===== src/rtl/rdma_pkg.sv =====
package rdma_pkg;
   typedef enum logic [1:0] {
      ST_IDLE  = 2'd0,
      ST_READ  = 2'd1,
      ST_WRITE = 2'd2
   } rdma_state_e;

   localparam logic [2:0] OFS_CMD     = 3'd0;
   localparam logic [2:0] OFS_START_L = 3'd1;
   localparam logic [2:0] OFS_START_H = 3'd2;
   localparam logic [2:0] OFS_COUNT_L = 3'd3;
   localparam logic [2:0] OFS_COUNT_H = 3'd4;
   localparam logic [2:0] OFS_CUR_L   = 3'd5;
   localparam logic [2:0] OFS_CUR_H   = 3'd6;
   localparam logic [2:0] OFS_DATA    = 3'd7;

   localparam logic [2:0] CMD_READ  = 3'b001;
   localparam logic [2:0] CMD_WRITE = 3'b010;
endpackage


===== src/rtl/rdma_regs.sv =====
module rdma_regs #(
   parameter int AW = 16,
   parameter int CW = 16
) (
   input  logic          clk,
   input  logic          rst_n,
   input  logic          wr,
   input  logic [2:0]    addr,
   input  logic [7:0]    wdata,
   output logic [AW-1:0] start_addr,
   output logic [CW-1:0] byte_count
);
   import rdma_pkg::*;

   always_ff @(posedge clk) begin
      if (!rst_n) begin
         start_addr <= '0;
         byte_count <= '0;
      end else if (wr) begin
         case (addr)
            OFS_START_L: start_addr[7:0]    <= wdata;
            OFS_START_H: start_addr[AW-1:8] <= wdata[AW-9:0];
            OFS_COUNT_L: byte_count[7:0]    <= wdata;
            OFS_COUNT_H: byte_count[CW-1:8] <= wdata[CW-9:0];
            default: ;
         endcase
      end
   end
endmodule


===== src/rtl/rdma_lane.sv =====
module rdma_lane #(
   parameter bit HAS_WORD = 1'b1
) (
   input  logic        word_mode,
   input  logic        swap,
   input  logic        byte_sel,
   input  logic [15:0] host_wdata,
   input  logic [15:0] mem_rdata,
   output logic [15:0] mem_wdata,
   output logic [1:0]  mem_be,
   output logic [15:0] host_rdata
);
   logic [15:0] b_wdata, b_rdata;
   logic [1:0]  b_be;

   always_comb begin
      b_wdata = {host_wdata[7:0], host_wdata[7:0]};
      b_be    = byte_sel ? 2'b10 : 2'b01;
      b_rdata = {8'h00, (byte_sel ? mem_rdata[15:8] : mem_rdata[7:0])};
   end

   if (HAS_WORD) begin : g_word
      always_comb begin
         if (word_mode) begin
            mem_be     = 2'b11;
            mem_wdata  = swap ? {host_wdata[7:0], host_wdata[15:8]} : host_wdata;
            host_rdata = swap ? {mem_rdata[7:0], mem_rdata[15:8]} : mem_rdata;
         end else begin
            mem_be     = b_be;
            mem_wdata  = b_wdata;
            host_rdata = b_rdata;
         end
      end
   end else begin : g_byte
      always_comb begin
         mem_be     = b_be;
         mem_wdata  = b_wdata;
         host_rdata = b_rdata;
      end
   end
endmodule


===== src/rtl/rdma_ctrl.sv =====
module rdma_ctrl #(
   parameter int AW = 16,
   parameter int CW = 16
) (
   input  logic                  clk,
   input  logic                  rst_n,
   input  logic                  cmd_wr,
   input  logic [2:0]            cmd,
   input  logic [AW-1:0]         start_addr,
   input  logic [CW-1:0]         byte_count,
   input  logic                  port_acc,
   input  logic                  wide,
   output rdma_pkg::rdma_state_e state,
   output logic [AW-1:0]         cur_addr,
   output logic                  fetch,
   output logic                  fetch_dly,
   output logic                  done
);
   import rdma_pkg::*;

   logic [CW-1:0] remain;
   logic [CW-1:0] step_c;
   logic [AW-1:0] step_a;
   logic          last;

   assign step_c = wide ? CW'(2) : CW'(1);
   assign step_a = wide ? AW'(2) : AW'(1);
   assign last   = (remain <= step_c);

   always_ff @(posedge clk) begin
      if (!rst_n) begin
         state     <= ST_IDLE;
         cur_addr  <= '0;
         remain    <= '0;
         fetch     <= 1'b0;
         fetch_dly <= 1'b0;
         done      <= 1'b0;
      end else begin
         done      <= 1'b0;
         fetch     <= 1'b0;
         fetch_dly <= fetch;
         if (cmd_wr) begin
            if (cmd[2]) begin
               state <= ST_IDLE;
            end else if (cmd == CMD_READ || cmd == CMD_WRITE) begin
               cur_addr <= start_addr;
               remain   <= byte_count;
               if (byte_count == '0) begin
                  state <= ST_IDLE;
                  done  <= 1'b1;
               end else begin
                  state <= (cmd == CMD_READ) ? ST_READ : ST_WRITE;
                  fetch <= (cmd == CMD_READ);
               end
            end
         end else if (port_acc && state != ST_IDLE) begin
            cur_addr <= cur_addr + step_a;
            remain   <= last ? '0 : remain - step_c;
            if (last) begin
               state <= ST_IDLE;
               done  <= 1'b1;
            end else begin
               fetch <= (state == ST_READ);
            end
         end
      end
   end
endmodule


===== src/rtl/rdma_chan.sv =====
module rdma_chan #(
   parameter int AW       = 16,
   parameter int CW       = 16,
   parameter bit HAS_WORD = 1'b1
) (
   input  logic          clk,
   input  logic          rst_n,
   input  logic          reg_wr,
   input  logic          reg_rd,
   input  logic [2:0]    reg_addr,
   input  logic [15:0]   reg_wdata,
   output logic [15:0]   reg_rdata,
   input  logic          word_mode,
   input  logic          swap_bytes,
   output logic [AW-2:0] mem_addr,
   output logic          mem_re,
   output logic          mem_we,
   output logic [1:0]    mem_be,
   output logic [15:0]   mem_wdata,
   input  logic [15:0]   mem_rdata,
   output logic          busy,
   output logic          done
);
   import rdma_pkg::*;

   localparam int HI_PAD = 24 - AW;

   if (AW < 9 || AW > 16) begin : g_bad_aw
      $error("rdma_chan: AW must lie in 9..16");
   end
   if (CW < 9 || CW > 16) begin : g_bad_cw
      $error("rdma_chan: CW must lie in 9..16");
   end

   rdma_state_e   state;
   logic [AW-1:0] start_addr;
   logic [CW-1:0] byte_count;
   logic [AW-1:0] cur_addr;
   logic          fetch, fetch_dly;
   logic          wide, cmd_wr, port_hit, port_acc;
   logic [15:0]   lane_rdata, rd_buf;

   assign wide     = HAS_WORD && word_mode;
   assign cmd_wr   = reg_wr && (reg_addr == OFS_CMD);
   assign port_hit = (reg_addr == OFS_DATA);
   assign mem_we   = reg_wr && port_hit && (state == ST_WRITE);
   assign port_acc = mem_we || (reg_rd && port_hit && (state == ST_READ));
   assign mem_re   = fetch;
   assign mem_addr = cur_addr[AW-1:1];
   assign busy     = (state != ST_IDLE);

   rdma_regs #(.AW(AW), .CW(CW)) u_regs (
      .clk        (clk),
      .rst_n      (rst_n),
      .wr         (reg_wr),
      .addr       (reg_addr),
      .wdata      (reg_wdata[7:0]),
      .start_addr (start_addr),
      .byte_count (byte_count)
   );

   rdma_ctrl #(.AW(AW), .CW(CW)) u_ctrl (
      .clk        (clk),
      .rst_n      (rst_n),
      .cmd_wr     (cmd_wr),
      .cmd        (reg_wdata[2:0]),
      .start_addr (start_addr),
      .byte_count (byte_count),
      .port_acc   (port_acc),
      .wide       (wide),
      .state      (state),
      .cur_addr   (cur_addr),
      .fetch      (fetch),
      .fetch_dly  (fetch_dly),
      .done       (done)
   );

   rdma_lane #(.HAS_WORD(HAS_WORD)) u_lane (
      .word_mode  (wide),
      .swap       (swap_bytes),
      .byte_sel   (cur_addr[0]),
      .host_wdata (reg_wdata),
      .mem_rdata  (mem_rdata),
      .mem_wdata  (mem_wdata),
      .mem_be     (mem_be),
      .host_rdata (lane_rdata)
   );

   // prefetch holding register: loaded one cycle after the memory read strobe
   always_ff @(posedge clk) begin
      if (!rst_n)         rd_buf <= '0;
      else if (fetch_dly) rd_buf <= lane_rdata;
   end

   always_comb begin
      case (reg_addr)
         OFS_CUR_L: reg_rdata = {8'h00, cur_addr[7:0]};
         OFS_CUR_H: reg_rdata = {{HI_PAD{1'b0}}, cur_addr[AW-1:8]};
         OFS_DATA:  reg_rdata = rd_buf;
         default:   reg_rdata = '0;
      endcase
   end
endmodule


===== config.mk =====
export PLATFORM = sky130hd
export DESIGN_NAME = rdma_chan
export DESIGN_NICKNAME = d
export VERILOG_FILES = /design/src/rtl/rdma_pkg.sv /design/src/rtl/rdma_regs.sv /design/src/rtl/rdma_lane.sv /design/src/rtl/rdma_ctrl.sv /design/src/rtl/rdma_chan.sv
export SDC_FILE = /design/constraint.sdc
export NUM_CORES = 1
export LEC_CHECK = 0
export CAP_MARGIN = 20
export CORE_ASPECT_RATIO = 1.75
export CORE_MARGIN = 2
export CORE_UTILIZATION = 35
export DETAILED_ROUTE_END_ITERATION = 12
export PLACE_DENSITY_LB_ADDON = 0.05
export SYNTH_ARGS = -nofsm -noshare
export SYNTH_HDL_FRONTEND = slang
export SYNTH_SLANG_ARGS = --single-unit

===== constraint.sdc =====
create_clock -name clk -period 2.5 [get_ports clk]
set_input_delay 0.25 -clock clk [delete_from_list [all_inputs] [get_ports clk]]
set_output_delay 0.25 -clock clk [all_outputs]
set_load 0.05 [all_outputs]

## Yosys cells after proc, flatten, opt, wreduce, memory -nomap -nowiden

Cells that the tools add are included.

- Output and inout bits: 53
- Logic and storage cells: 84
- Input bits: 41
- ROM bits: 0
- Memories kept: 0
- Register bits: 85
- Bits in latches: 0
- Bits in writable memories: 0

- Shift operators: 0
- Bitwise gates (word level): 0
- Magnitude comparators: 1
- Add/sub/neg operators: 2
- Reduce and logical (&&, ||, !) cells: 19
- Mux-type cells: 37
- Div/mod/pow operators: 0
- Multipliers: 0
- Equality and inequality tests: 14

Operators with widths:

| cell | count |
|---|---|
| $mux 16 | 13 |
| $pmux 16 s3 | 1 |
| $mux 2 | 10 |
| $add 16x16->16 | 1 |
| $le 16x16->1 | 1 |
| $logic_not 16->1 | 1 |
| $sub 16x16->16 | 1 |
| $eq 3x3->1 const B | 4 |
| $mux 1 | 12 |
| $eq 3x2->1 const B | 3 |
| $mux 8 | 1 |
| $reduce_and 2->1 | 4 |
| $eq 3x1->1 const B | 2 |
| $logic_and 1x1->1 | 6 |
| $reduce_and 3->1 | 2 |
| $reduce_bool 2->1 | 3 |
| $logic_not 3->1 | 1 |
| $ne 3x2->1 const B | 1 |
| $eq 2x1->1 const B | 1 |
| $eq 2x2->1 const B | 1 |
| $logic_or 1x1->1 | 2 |
| $ne 2x1->1 const B | 1 |
| $ne 2x2->1 const B | 1 |

## Longest topological paths before layout

- Depth in word-level cells: 7
- Depth in mapped cells: 9
- Depth with buffers taken out: 9

## Cells and area by module

Synthesis repeated with hierarchy kept, for this count alone.

- Cells, all modules: 570
- Area total of the unflattened synthesis: 5053.6 µm²

Modules (own cells, without submodules):

| module | sequential area each (µm²) | cells each | instances | area each (µm²) |
|---|---|---|---|---|
| rdma_ctrl | 740.7 | 310 | 1 | 2442.3 |
| rdma_regs | 640.6 | 116 | 1 | 1206.2 |
| rdma_chan | 320.3 | 96 | 1 | 943.4 |
| rdma_lane | 0.0 | 48 | 1 | 461.7 |

## Least setup slack after synthesis

Ideal clock, no wire load.

- Path kind: register to register
- Start: register u_ctrl.cur_addr[1]
- End: register u_ctrl.cur_addr[14]
- Stages on the path, launching flop included: 8
- Period minus slack after synthesis: 2.542 ns
- Library setup time: 0.075 ns
- Slack: -0.042 ns
- Arrival time: 2.468 ns
- Required time: 2.425 ns
- Buffers on the path: 0
- Cell sequence: dfxtp_1 inv_1 fa_1 nand3b_1 nor4_1 nand2_1 o31a_1 o22ai_1

- Word-level cells in the longest chain between the ends: 3

RTL lines:

| element | RTL line | source |
|---|---|---|
| from (decl) | rdma_ctrl.sv:14 | `output logic [AW-1:0] cur_addr,` |
| from (signal assigned) | rdma_ctrl.sv:46 | `cur_addr <= start_addr;` |
| from (signal assigned) | rdma_ctrl.sv:57 | `cur_addr <= cur_addr + step_a;` |
| $add 16x16->16 | rdma_ctrl.sv:57 |  |
| $mux 16 | rdma_ctrl.sv:56 | `end else if (port_acc && state != ST_IDLE) begin` |
| $mux 16 | rdma_ctrl.sv:42 | `if (cmd_wr) begin` |

Every way passes these cells. The select of a mux whose other input is x is not followed.
A chain may end at the register's enable or synchronous reset.

## Final worst setup path

- Start: input word_mode
- End: register u_ctrl.cur_addr[14]

- Word-level cells in the longest chain between the ends: 4

RTL lines:

| element | RTL line | source |
|---|---|---|
| from (decl) | rdma_chan.sv:13 | `input logic word_mode,` |
| $mux 2 | rdma_ctrl.sv:27 | `assign step_a = wide ? AW'(2) : AW'(1);` |
| $add 16x16->16 | rdma_ctrl.sv:57 |  |
| $mux 16 | rdma_ctrl.sv:56 |  |
| $mux 16 | rdma_ctrl.sv:42 |  |

Every way passes these cells. The select of a mux whose other input is x is not followed.

==> impl_metrics.py <==
metrics = {
    "placed_design": {
        "place_ws_ns": -0.150,
        "routabilityCongestion": 0.959,
        "port_buffers": 93,
        "hpwl_mm": 12.8,
        "dp_cells": 879,
    },
    "clocking": {
        "number_of_clock_sinks_seen_by_cts": 85,
        "cts.clk_slew.worst_paths_ns": 0.06,
        "number_of_h_tree_branching_levels": 3,
        "clock_insertion_delay_worst_skew_ns": 0.34,
        "cts_root_buffer": "sky130_fd_sc_hd__clkbuf_16",
        "cts_tree": "yes",
        "clk_path_buf_depth": 2,
        "cts_made_buffers": 9,
        "cts.repair_timing.setup_buffer_count": 0,
    },
    "global_routing": {
        "grt_overflow_total": 0,
        "grt_first_pass_wirelength_mm": 26.5,
        "antenna_found_initial": 0,
        "grt_max_degree": 55,
        "combined_global_route_utilization_of_all_metal_layers_pct": 23.5,
        "first_global_vias": 4925,
    },
    "floorplanning": {
        "die_area_um2": 14600,
        "fp.dieW_um": 92.1,
        "rows": 56,
        "num_io_pins": 94,
        "initial_utilization_pct": 35.7,
        "chipHeight_um": 158,
        "placeableCoreArea_um2": 13300,
    },
    "timing": {
        "report.final.hold_viol_count": 0,
        "final.setup_skew_ns": 0.00847,
        "max_freq_mhz": 429,
        "tightest_slew_ns": 0.518,
        "finish_stage_setup_viols": 0,
        "slew_headroom_pct": 65.4,
        "min_period_ns": 2.33,
        "min_period_over_period_pct": 93.2,
        "timing.final.max_slew_violations": 0,
        "worst_slack_ns": 0.170,
        "grt_setup_unrepaired": "false",
    },
    "power_and_ir_drop": {
        "leakage_nw": 2.56,
        "worst_ir_drop_vdd_mv": 0.345,
        "power.density_cell_area_nw_per_um2": 515,
    },
    "final_layout": {
        "drive_gt1_share_pct": 18.9,
        "insertedDiodeCount": 0,
        "instances_no_fill": 895,
        "area_growth_pct": 42.9,
        "final_nets": 765,
    },
    "synthesis": {
        "synth.top_cells.by_count": "87 x sky130_fd_sc_hd__nand2_1, 85 x sky130_fd_sc_hd__dfxtp_1, 66 x sky130_fd_sc_hd__nor2_1",
        "post-synth-top-area-cell": "sky130_fd_sc_hd__dfxtp_1",
        "netlist.area_leader.share_pct": 35.8,
        "synth_top_cells_by_area": "sky130_fd_sc_hd__dfxtp_1 36%, sky130_fd_sc_hd__mux2i_1 6.9%, sky130_fd_sc_hd__nand2_1 6.9%, sky130_fd_sc_hd__nor2_1 5.2%, sky130_fd_sc_hd__mux2_2 4.7%",
        "synthDistinctLibCells": 56,
        "yosysSeqAreaShare_pct": 35.8,
        "netlist_instances": 599,
        "synth_enable_flop_cells": 0,
        "synthesis.area_um2": 4760,
        "yosys_warnings": 0,
        "synthArstFlopShare_pct": 0,
        "synth_fp_nets": 648,
        "synth.most_common_cell": "sky130_fd_sc_hd__nand2_1",
        "flops_latches_synth": 85,
        "synthesis.area_per_instance_um2": 7.94,
        "post_synth_top_flop": "sky130_fd_sc_hd__dfxtp_1",
    },
    "detailed_routing": {
        "drt_iter0_drc": 217,
        "post_drt_via_cell_ratio": 5.46,
        "wl_per_instance_um": 18.7,
        "antenna_violating_nets_left": 0,
        "total_length_of_routed_wires_mm": 16.8,
        "firstDrtPassIters": 4,
        "via_count": 4885,
        "route.detailed.drc": 0,
    },
    "worst_setup_path": {
        "worstSetupPathType": "in2reg",
        "setup.worst_path.end_class": "register",
        "worst-endpoint-required_ns": 2.76,
        "timing.critical_path.from_type": "input pin",
        "worstPathMaxFanout": 5,
        "timing.critical_path.arrival_ns": 2.59,
    },
    "job": {
        "maxcap_violations": 0,
    },
    "worst_hold_path": {
        "timing.hold.worst.class": "reg2reg",
    },
    "status": {
        "run_status": "finished, final reports clean",
    },
}
worst max-delay path, stage by stage:
cell and delay, ns:
sky130_fd_sc_hd__clkdlybuf4s50_1 0.42, sky130_fd_sc_hd__inv_1 0.13, sky130_fd_sc_hd__ha_1 0.18, sky130_fd_sc_hd__inv_1 0.06
sky130_fd_sc_hd__fa_1 0.42, sky130_fd_sc_hd__nand3b_1 0.22, sky130_fd_sc_hd__nor4_2 0.23, sky130_fd_sc_hd__buf_4 0.17
sky130_fd_sc_hd__nand2_1 0.07, sky130_fd_sc_hd__o31a_1 0.25, sky130_fd_sc_hd__o22ai_1 0.18
path summary, 6_finish.rpt:
| check | startpoint | end | slack [ns] | cells past startpoint |
|---|---|---|---|---|
| max | word_mode | u_ctrl.cur_addr[14]$_SDFFE_PN0P_ | 0.17 | 11 |
| min | u_regs.start_addr[1]$_SDFFE_PN0P_ | u_regs.start_addr[1]$_SDFFE_PN0P_ | 0.46 | 2 |
| max reg2reg | u_ctrl.cur_addr[0]$_SDFFE_PN0P_ | u_ctrl.cur_addr[14]$_SDFFE_PN0P_ | 0.23 | 9 |
| min reg2reg | u_regs.start_addr[1]$_SDFFE_PN0P_ | u_regs.start_addr[1]$_SDFFE_PN0P_ | 0.46 | 2 |
cells by family (layout without fill, tap and decap cells):
group	after synthesis	after routing	synth area share (%)
compound gates	154	154	21.0
xor+xnor	2	2	0.368
fa+ha+maj	8	8	2.42
buf+inv	60	182	5.31
flops	85	85	35.8
mux	53	53	11.7
simple gates	237	237	23.5
routing by layer:
metal / global-route usage [%] / part of all wire, % / vias up / wire length, um
li1: - / - / 2391 / -
met1: 24.5 / 37 / 2344 / 6260
met2: 45.7 / 56 / 116 / 9370
met3: 2.62 / 2.6 / 34 / 442
met4: 11.9 / 4.1 / 0 / 687
met5: 0 / 0 / - / 0
what timing repair did:
action                                  in CTS  in global routing
endpoints found under the setup margin       0                  1
hold buffers                                 0                  0
gates resized for setup                      0                  1
layout make-up:
cell class,instances,area (um2)
Fill cell,1305,6520
Multi-Input combinational cell,454,2830
Sequential cell,85,1700
Timing Repair Buffer,147,1620
Clock buffer,11,243
Tap cell,174,218
Clock inverter,5,106
Inverter,19,71.3
sequential cells by signal, summed over array words and instances (netlist names):
signal / cells
u_regs.byte_count: 16
u_ctrl.fetch_dly: 1
rd_buf: 16
u_ctrl.cur_addr: 16
u_ctrl.state: 2
u_ctrl.done: 1
u_ctrl.remain: 16
u_regs.start_addr: 16
u_ctrl.fetch: 1
cell usage in the layout, fill, tap and decap left out, drive strengths merged, types with 12 or more instances in the layout:
cell	Yosys	final
and2	12	12
nor2	66	66
inv	19	20
nor3	12	12
nand2	87	87
mux2	20	20
a21oi	44	44
mux2i	33	33
clkdlybuf4s50	0	58
o21ai	25	25
buf	13	89
dfxtp	85	85
o22ai	13	13
power breakdown:
group	leakage (nW)	switching, mW	internal (mW)
combinational	1.71	0.303	0.251
clock	0.166	0.560	1.01
sequential	0.686	0.0109	1.37
total	2.56	0.874	2.63
stage by stage:
stage	setup TNS [ns]	area [um2]	hold slack [ns]	power (mW)	utilization (%)
2_1_floorplan	0	4760	0.386	1.69	-
3_3_place_gp	-0.232	6440	0.444	1.96	48.4
3_5_place_dp	-0.491	6440	0.449	1.96	48.4
4_1_cts	0	6790	0.458	3.53	51.0
5_1_grt	0	6800	0.483	3.62	51.1
6_report	0	6800	0.456	3.50	51.1
Note: power is estimated with default switching activity, not from simulation.
